==> src/rtl/flag_tracker_pkg.sv <==
package flag_tracker_pkg;
  typedef enum logic [1:0] {
    OP_TAKE_HI = 2'd0,
    OP_COND_RD = 2'd1,
    OP_WIPE    = 2'd2,
    OP_PEEK    = 2'd3
  } host_op_e;
endpackage

==> src/rtl/flag_vector.sv <==
module flag_vector #(
  parameter int N = 32
) (
  input  logic         clk,
  input  logic         rst_n,
  input  logic [N-1:0] set_mask,
  input  logic [N-1:0] clr_mask,
  output logic [N-1:0] flags
);
  logic [N-1:0] flags_q, flags_d;

  // set is applied after clear so a same-cycle write always survives
  always_comb begin
    flags_d = (flags_q & ~clr_mask) | set_mask;
  end

  always_ff @(posedge clk or negedge rst_n) begin
    if (!rst_n) flags_q <= '0;
    else        flags_q <= flags_d;
  end

  assign flags = flags_q;
endmodule

==> src/rtl/prio_enc.sv <==
module prio_enc #(
  parameter int N     = 32,
  parameter int IDX_W = $clog2(N)
) (
  input  logic [N-1:0]     vec,
  output logic             any,
  output logic [IDX_W-1:0] idx
);
  always_comb begin
    idx = '0;
    for (int i = 0; i < N; i++) begin
      if (vec[i]) idx = IDX_W'(i);
    end
  end

  assign any = |vec;
endmodule

==> src/rtl/reg_bank.sv <==
module reg_bank #(
  parameter int N     = 32,
  parameter int DW    = 8,
  parameter int IDX_W = $clog2(N)
) (
  input  logic             clk,
  input  logic             rst_n,
  input  logic             wr_en,
  input  logic [IDX_W-1:0] wr_idx,
  input  logic [DW-1:0]    wr_data,
  input  logic             clr_all,
  input  logic [IDX_W-1:0] rd_idx,
  output logic [DW-1:0]    rd_data
);
  logic [N*DW-1:0] bank_flat;

  for (genvar g = 0; g < N; g++) begin : g_entry
    logic          hit;
    logic          en;
    logic [DW-1:0] q, d;

    assign hit = wr_en && (wr_idx == IDX_W'(g));
    assign en  = hit || clr_all;

    always_comb begin
      d = hit ? wr_data : '0;
    end

    always_ff @(posedge clk or negedge rst_n) begin
      if (!rst_n)  q <= '0;
      else if (en) q <= d;
    end

    assign bank_flat[g*DW +: DW] = q;
  end

  assign rd_data = bank_flat[rd_idx*DW +: DW];
endmodule

==> src/rtl/flag_tracker.sv <==
module flag_tracker #(
  parameter int NUM_REGS = 32,
  parameter int DATA_W   = 8,
  parameter int IDX_W    = $clog2(NUM_REGS),
  parameter int RSP_W    = DATA_W + 1
) (
  input  logic              clk,
  input  logic              rst_n,
  input  logic              wr_stb,
  input  logic [IDX_W-1:0]  wr_idx,
  input  logic [DATA_W-1:0] wr_data,
  input  logic              req_valid,
  input  logic [1:0]        req_op,
  input  logic [IDX_W-1:0]  req_idx,
  output logic              rsp_valid,
  output logic [RSP_W-1:0]  rsp_data,
  output logic              pending_any
);
  import flag_tracker_pkg::*;

  localparam logic [RSP_W-1:0] RSP_NONE = '1;

  host_op_e              op;
  logic [NUM_REGS-1:0]   flags, set_mask, clr_mask;
  logic                  hi_any;
  logic [IDX_W-1:0]      hi_idx;
  logic [DATA_W-1:0]     rd_byte;
  logic                  wipe;
  logic [RSP_W-1:0]      rsp_d, rsp_q;
  logic                  rsp_v_q;

  assign op   = host_op_e'(req_op);
  assign wipe = req_valid && (op == OP_WIPE);

  prio_enc #(.N(NUM_REGS), .IDX_W(IDX_W)) u_enc (
    .vec (flags),
    .any (hi_any),
    .idx (hi_idx)
  );

  reg_bank #(.N(NUM_REGS), .DW(DATA_W), .IDX_W(IDX_W)) u_bank (
    .clk     (clk),
    .rst_n   (rst_n),
    .wr_en   (wr_stb),
    .wr_idx  (wr_idx),
    .wr_data (wr_data),
    .clr_all (wipe),
    .rd_idx  (req_idx),
    .rd_data (rd_byte)
  );

  flag_vector #(.N(NUM_REGS)) u_flags (
    .clk      (clk),
    .rst_n    (rst_n),
    .set_mask (set_mask),
    .clr_mask (clr_mask),
    .flags    (flags)
  );

  always_comb begin
    set_mask = '0;
    if (wr_stb) set_mask = NUM_REGS'(1) << wr_idx;
  end

  // host-side clear and response selection
  always_comb begin
    clr_mask = '0;
    rsp_d    = RSP_NONE;
    if (req_valid) begin
      unique case (op)
        OP_TAKE_HI: if (hi_any) begin
          clr_mask = NUM_REGS'(1) << hi_idx;
          rsp_d    = RSP_W'(hi_idx);
        end
        OP_COND_RD: if (flags[req_idx]) begin
          clr_mask = NUM_REGS'(1) << req_idx;
          rsp_d    = {1'b0, rd_byte};
        end
        OP_WIPE: clr_mask = '1;
        OP_PEEK: rsp_d    = {1'b0, rd_byte};
        default: rsp_d    = RSP_NONE;
      endcase
    end
  end

  always_ff @(posedge clk or negedge rst_n) begin
    if (!rst_n) begin
      rsp_v_q <= 1'b0;
      rsp_q   <= RSP_NONE;
    end else begin
      rsp_v_q <= req_valid;
      if (req_valid) rsp_q <= rsp_d;
    end
  end

  assign rsp_valid   = rsp_v_q;
  assign rsp_data    = rsp_q;
  assign pending_any = |flags;
endmodule

==> config.mk <==
export PLATFORM = sky130hd
export DESIGN_NAME = flag_tracker
export DESIGN_NICKNAME = d
export VERILOG_FILES = /design/src/rtl/flag_tracker_pkg.sv /design/src/rtl/flag_vector.sv /design/src/rtl/prio_enc.sv /design/src/rtl/reg_bank.sv /design/src/rtl/flag_tracker.sv
export SDC_FILE = /design/constraint.sdc
export NUM_CORES = 1
export LEC_CHECK = 0
export ABC_AREA = 1
export ABC_CLOCK_PERIOD_IN_PS = 3200
export CAP_MARGIN = 20
export CORE_MARGIN = 2
export CORE_UTILIZATION = 64
export CTS_BUF_LIST = sky130_fd_sc_hd__clkbuf_4
export CTS_CLUSTER_DIAMETER = 80
export DETAILED_ROUTE_END_ITERATION = 8
export PLACE_DENSITY = 0.82
export SLEW_MARGIN = 10
export SYNTH_ARGS = -nofsm -noshare
export SYNTH_HDL_FRONTEND = slang
export SYNTH_SLANG_ARGS = --single-unit
==> constraint.sdc <==
create_clock -name clk -period 3.2 [get_ports clk]
set_clock_uncertainty 0.2 [all_clocks]
set_input_delay 0.64 -clock clk [delete_from_list [all_inputs] [get_ports clk]]
set_output_delay 0.64 -clock clk [all_outputs]
set_load 0.01 [all_outputs]
# Yosys cells after proc, flatten, opt, wreduce, memory -nomap -nowiden
# Index checks and enable logic that the tools add are counted.
[totals]
register_bits = 298
out_inout_bits = 11
[classes]
n_mux = 73
reduce_logical = 68
bitwise = 3
n_lt_le_gt_ge = 1
shifts = 4
eq_ne = 34
[op_table]
columns = ["cell", "count"]
rows = [
  ["$mux W8", 32],
  ["$shiftx A256 B9 Y8", 1],
  ["$mux W32", 4],
  ["$pmux W32 S3", 1],
  ["$shl A1 B5 Y32 const A", 3],
  ["$eq A5 B5 Y1 const B", 16],
  ["$mux W5", 16],
  ["$eq A5 B4 Y1 const B", 8],
  ["$logic_and A1 B1 Y1", 33],
  ["$and A32 B32 Y32", 1],
  ["$logic_or A1 B1 Y1", 32],
  ["$mux W4", 8],
  ["$not A32 Y32", 1],
  ["$or A32 B32 Y32", 1],
  ["$reduce_or A32 Y1", 1],
  ["$pmux W9 S3", 1],
  ["$eq A5 B3 Y1 const B", 4],
  ["$mux W9", 2],
  ["$mux W3", 4],
  ["$eq A5 B2 Y1 const B", 2],
  ["$lt A5 B6 Y1 const B", 1],
  ["$bmux W1 S5", 1],
  ["$eq A5 B1 Y1 const B", 1],
  ["$logic_not A5 Y1", 1],
  ["5 further kinds", 8],
]

# Logic depth before layout (Yosys ltp)
[depth]
ltp_word = 38
ltp_mapped = 36
ltp_nobuf = 36

# Cells and area by module
# From an unflattened synthesis, not the netlist that was laid out.
[unflattened]
cells_unflattened = 2198
hier_area_um2 = 16039.1
[by_module_without_submodules]
columns = ["mod", "n_inst", "cells_each", "area_each_um2"]
rows = [
  ["reg_bank", 1, 1535, 12293.0],
  ["flag_tracker", 1, 397, 2035.7],
  ["flag_vector", 1, 160, 1281.2],
  ["prio_enc", 1, 106, 429.2],
]

# Worst setup path before layout
# No wires, ideal clock.
[synth_timing]
path_kind = "in2reg"
from = "in req_idx[1]"
to = "reg u_flags.flags_q[27], in the netlist u_flags.flags[27]"
stages = 14
path_buffers = 1
setup_ns = 0.129
setup_slack_ns = 0.637
t_required_ns = 2.871
arrival_ns = 2.233
cell_sequence = "nor2_1 -> clkbuf_1 -> nand2_1 -> a31oi_1 -> a32o_1 -> nand2_1 -> inv_2 -> nand2_1 -> o21ai_0 -> inv_1 -> nand2_1 -> nand2_1 -> nand2_1 -> nand2_1"
[synth_via]
elab_chain_len = 8
elab_cells_between_ends = 9
cone_classes = "shift (1); mux (5); bitwise (3)"
[synth_rtl]
columns = ["element", "line", "rtl"]
rows = [
  ["start, declared", "flag_tracker.sv:14", "input logic [IDX_W-1:0] req_idx,"],
  ["$bmux W1 S5", "flag_tracker.sv:75", "OP_COND_RD: if (flags[req_idx]) begin"],
  ["$mux W1 (implied by the code)", "flag_tracker.sv:75", ""],
  ["$mux W32 (*)", "flag_tracker.sv:75", ""],
  ["$pmux W32 S3 (*)", "flag_tracker.sv:70", "unique case (op)"],
  ["$mux W32 (*)", "flag_tracker.sv:69", "if (req_valid) begin"],
  ["$not A32 Y32 (*)", "flag_vector.sv:14", "flags_d = (flags_q & ~clr_mask) | set_mask;"],
  ["$and A32 B32 Y32 (*)", "flag_vector.sv:14", ""],
  ["$or A32 B32 Y32 (*)", "flag_vector.sv:14", ""],
  ["via u_flags.flags_d[27]", "flag_vector.sv:10", "logic [N-1:0] flags_q, flags_d;"],
  ["end signal, assigned", "flag_vector.sv:19", "else flags_q <= flags_d;"],
  ["end, declared", "flag_vector.sv:10", ""],
]
# Mark *: on every way through the listed nets, which the timed path passes. The rest lies on a longest branch. The select of a mux whose other input is x is not followed.
# A chain may end at the register's enable or synchronous reset.

# Final worst setup path
[layout_timing]
from = "reg u_flags.flags_q[7], in the netlist u_flags.flags[7]"
to = "out pending_any"
[layout_via]
elab_chain_len = 1
[layout_rtl]
columns = ["element", "line", "rtl"]
rows = [
  ["$reduce_or A32 Y1", "flag_tracker.sv:98", "assign pending_any = |flags;"],
  ["end, declared", "flag_tracker.sv:17", "output logic pending_any"],
]
# No other way between the ends.

==> reports/qor.txt <==
Outcome: finished with violations
Violated checks: negative setup slack
Maximum count of clock buffers along a single path: 3
Count of unique library cells instantiated by Yosys: 41
Count of filler cells inserted in the layout: 1,636
Overall Power: 0.00881 W
Via count of the first global-routing pass: 13.5k
PwrDens: 536 mW/mm^2
Die height: 153 um
Vias per std cell: 6.62
Final number of hold-violating endpoints: 0
Share of synthesized area occupied by flip-flops and latches: 52.3%
All-Layer GR Usage: 40.0%
Final number of setup-violating endpoints: 1
Sort of element at the end of the critical path: primary output
Switching part of the total power: 30.9%
Wire length of the first global-routing pass: 73,600 um
Total die area: 0.0235 sq mm
Met3 Resource Use GR: 9.70%
Remaining antenna violation count: 0
Share of power burned in the clock network: 35.1%
Placed Instance Area: 0.0154 sq mm
Setup repair after global routing missed its margin: yes
Count of mapped cells out of synthesis: 1,690
Initial standard-cell utilization of the core: 65.2%
Tightest slew margin relative to the limit: 39.0%
H-tree level count: 3
Min-delay worst type: reg -> reg
Final-stage net count: 1,814
Detailed-routing iteration count for the pre-antenna-repair pass: 6
X dimension of the die: 153 um
CTS Sinks: 298
Element type at the critical path start: register
Synthesized area per cell: 8.45 sq um
CP Data Required Time: 2360 ps
Crit-path cells: inv_1 > nand4_1 > nor4_1 > nand3_1 > dlygate4sd2_1
Count of synthesis-stage warnings from yosys: 0
Reg power frac: 47.0%
GRT busiest layer: met2
Clock root cell: sky130_fd_sc_hd__clkbuf_4
Clock period minus worst slack: 3210 ps
Layout cell share with drive strength beyond 1: 15.5%
Mapped Nets: 1,714
Slowest CP cell: sky130_fd_sc_hd__nor4_1
Highest cell delay on the worst timing path: 440 ps
Netlist area before placement: 0.0143 sq mm
Total wire length: 47,300 um
Count of flip-flops with a built-in enable after synthesis: 0
GR Util met2: 59.9%
Max-slew violations: 0
Number of buffers added by the clock tree synthesis step: 75
Maximum clock frequency: 0.312 GHz
Final RePlAce weighted congestion: 1.02
Most used flip-flop cell after synthesis: sky130_fd_sc_hd__dfrtp_1
Final Worst Setup Slack: -5.23 ps
Ys async rst share: 100%
Detailed-route DRC error count: 0
Net Sw Power: 0.00273 W
Clock tree from TritonCTS: built
GR met1 Demand/Resource: 54.8%
Number of antenna violations at the first check in global routing: 1
Combinational Power Share: 18.0%
Peak ir drop on the vdd network: 386 uV
Worst-skew pair later-pin latency: 700 ps
GRT Residual Overflow: 0
Detailed Place HPWL: 31,800 um
Design Area, Final: 0.0164 sq mm
Crit path DAT: 2370 ps
Number of vias after detailed routing: 14.0k
Port Buffers: 34
Core Footprint: 0.0219 sq mm
Wirelength per Cell: 22.3 um
Internal power summed over all cells: 0.00608 W
Largest net degree at the start of global routing: 103
Row count: 54
Crit share post-route: 100%
Flops & latches, synth: 298
First DRT Iteration DRCs: 2,053
Maximum fanout count along the critical path: 4
IO Count: 35
Classification of the worst setup path: reg -> out
Number of max-capacitance violations reported: 0
Layout-stage area growth over the synthesis result: 15.2%
Static power due to leakage: 7.60 nW
Clock transition at path regs: 70 ps
Measured slew at the worst slew-check pin: 904 ps
## power by group through the flow
stage | Sequential (W) | Combinational, W | Clock [W]
3_3_place_gp | 0.00419 | 0.00143 | 0
2_1_floorplan | 0.00416 | 0.000855 | 0
3_5_place_dp | 0.00419 | 0.00144 | 0
5_1_grt | 0.00415 | 0.00170 | 0.00329
6_report | 0.00414 | 0.00158 | 0.00309
4_1_cts | 0.00413 | 0.00146 | 0.00311
## metal layers
layer  part of all wire [%]  routed length (um)  up-vias
met5                      0                   0        -
met4                    5.4                2540        0
met3                     12                5730      211
met2                     44               21000     1035
met1                     38               18000     6662
li1                       -                   -     6123
## kinds of logic after synthesis
| kind of cell | count (synthesis) | synth area share (%) |
|---|---|---|
| and+or+nand+nor | 536 | 16.5 |
| buffers and inverters | 351 | 9.29 |
| DFF | 298 | 52.3 |
| AOI/OAI and AO/OA | 505 | 21.9 |
## cell type report
cell class,instances,area (sq um),share of cell area (%)
Antenna cell,1,2.50,0.0152
Clock buffer,108,811,4.93
Clock inverter,17,83.8,0.510
Inverter,228,856,5.20
Multi-Input combinational cell,1041,5640,34.3
Sequential cell,298,7470,45.4
Tap cell,280,350,2.13
Timing Repair Buffer,146,1240,7.52
## registers in the layout (all words and copies together) (netlist names)
signal            count
rsp_valid             1
u_flags.flags        32
rsp_data              9
u_bank.g_entry.q    256
## cell usage in the layout, fill, tap and decap left out, types with 12 or more instances in the layout
master	instances
sky130_fd_sc_hd__a21oi_1	45
sky130_fd_sc_hd__nand2_1	265
sky130_fd_sc_hd__o311ai_0	15
sky130_fd_sc_hd__buf_4	107
sky130_fd_sc_hd__nor2_1	47
sky130_fd_sc_hd__o22ai_1	215
sky130_fd_sc_hd__o2111ai_1	14
sky130_fd_sc_hd__clkdlybuf4s50_1	32
sky130_fd_sc_hd__clkinv_1	12
sky130_fd_sc_hd__clkbuf_4	108
sky130_fd_sc_hd__a221oi_1	28
sky130_fd_sc_hd__nand3_1	166
sky130_fd_sc_hd__dfrtp_1	287
sky130_fd_sc_hd__o21ai_0	142
sky130_fd_sc_hd__inv_1	219
## stage by stage
stage                     TNS (ps)  hold slack [ps]  std cells  setup WS (ps)  util (%)
after floorplan                  0              144       1690            637         -
after global placement       -1740              258       1988           -334      70.3
after detailed placement     -2790              258       1988           -384      70.3
after CTS                        0              275       2115           8.72      74.6
after global routing          -615              291       2119          -62.3      75.1
final                        -5.23              274       2119          -5.23      75.1
## synthesized netlist by cell type (5+ instances only)
master,count,share of area [%]
sky130_fd_sc_hd__nor3_1,7,0.25
sky130_fd_sc_hd__o21ai_0,143,5.0
sky130_fd_sc_hd__dfstp_2,9,1.7
sky130_fd_sc_hd__nor4_1,7,0.31
sky130_fd_sc_hd__inv_2,5,0.13
sky130_fd_sc_hd__nand4_1,11,0.48
sky130_fd_sc_hd__buf_1,8,0.21
sky130_fd_sc_hd__nand2_1,276,7.3
sky130_fd_sc_hd__o22ai_1,215,9.4
sky130_fd_sc_hd__a221oi_1,28,1.7
sky130_fd_sc_hd__o211ai_1,11,0.58
sky130_fd_sc_hd__a31oi_1,8,0.35
sky130_fd_sc_hd__a21oi_1,45,1.6
sky130_fd_sc_hd__nor2_1,51,1.3
sky130_fd_sc_hd__inv_1,222,5.8
sky130_fd_sc_hd__clkbuf_1,110,2.9
sky130_fd_sc_hd__or2_2,5,0.22
sky130_fd_sc_hd__nand3_1,166,5.8
sky130_fd_sc_hd__dfrtp_1,289,51
sky130_fd_sc_hd__o2111ai_1,14,0.86
sky130_fd_sc_hd__o311ai_0,16,0.98
## timing repair
action	CTS	global route
hold endpoints to repair	70	0
setup buffers	1	3
endpoints found under the setup margin	1	22
pin swaps	1	10
hold buffers	1	0
gates resized for setup	6	26
## final timing paths
kind / start / to / slack, ps / cells after the start
setup / recovery: u_flags.flags[7] / pending_any / -5 / 5
hold reg to reg: u_flags.flags[7] / u_flags.flags[7] / 270 / 2
max in group asynchronous: rst_n / rsp_data[5] / 1540 / 3
hold / removal: u_flags.flags[7] / u_flags.flags[7] / 270 / 2
min in group asynchronous: rst_n / u_bank.g_entry[2].q[2] / 310 / 2
setup reg to reg: u_flags.flags[1] / u_flags.flags[14] / 200 / 34
## worst max-delay path: cells and delay by family, from the launching register on
kind	cells	cell delay (ps)
buffers and inverters	2	450
and+or+nand+nor	3	840
DFF	1	380
No activity file was read; power rests on OpenSTA's default activity.
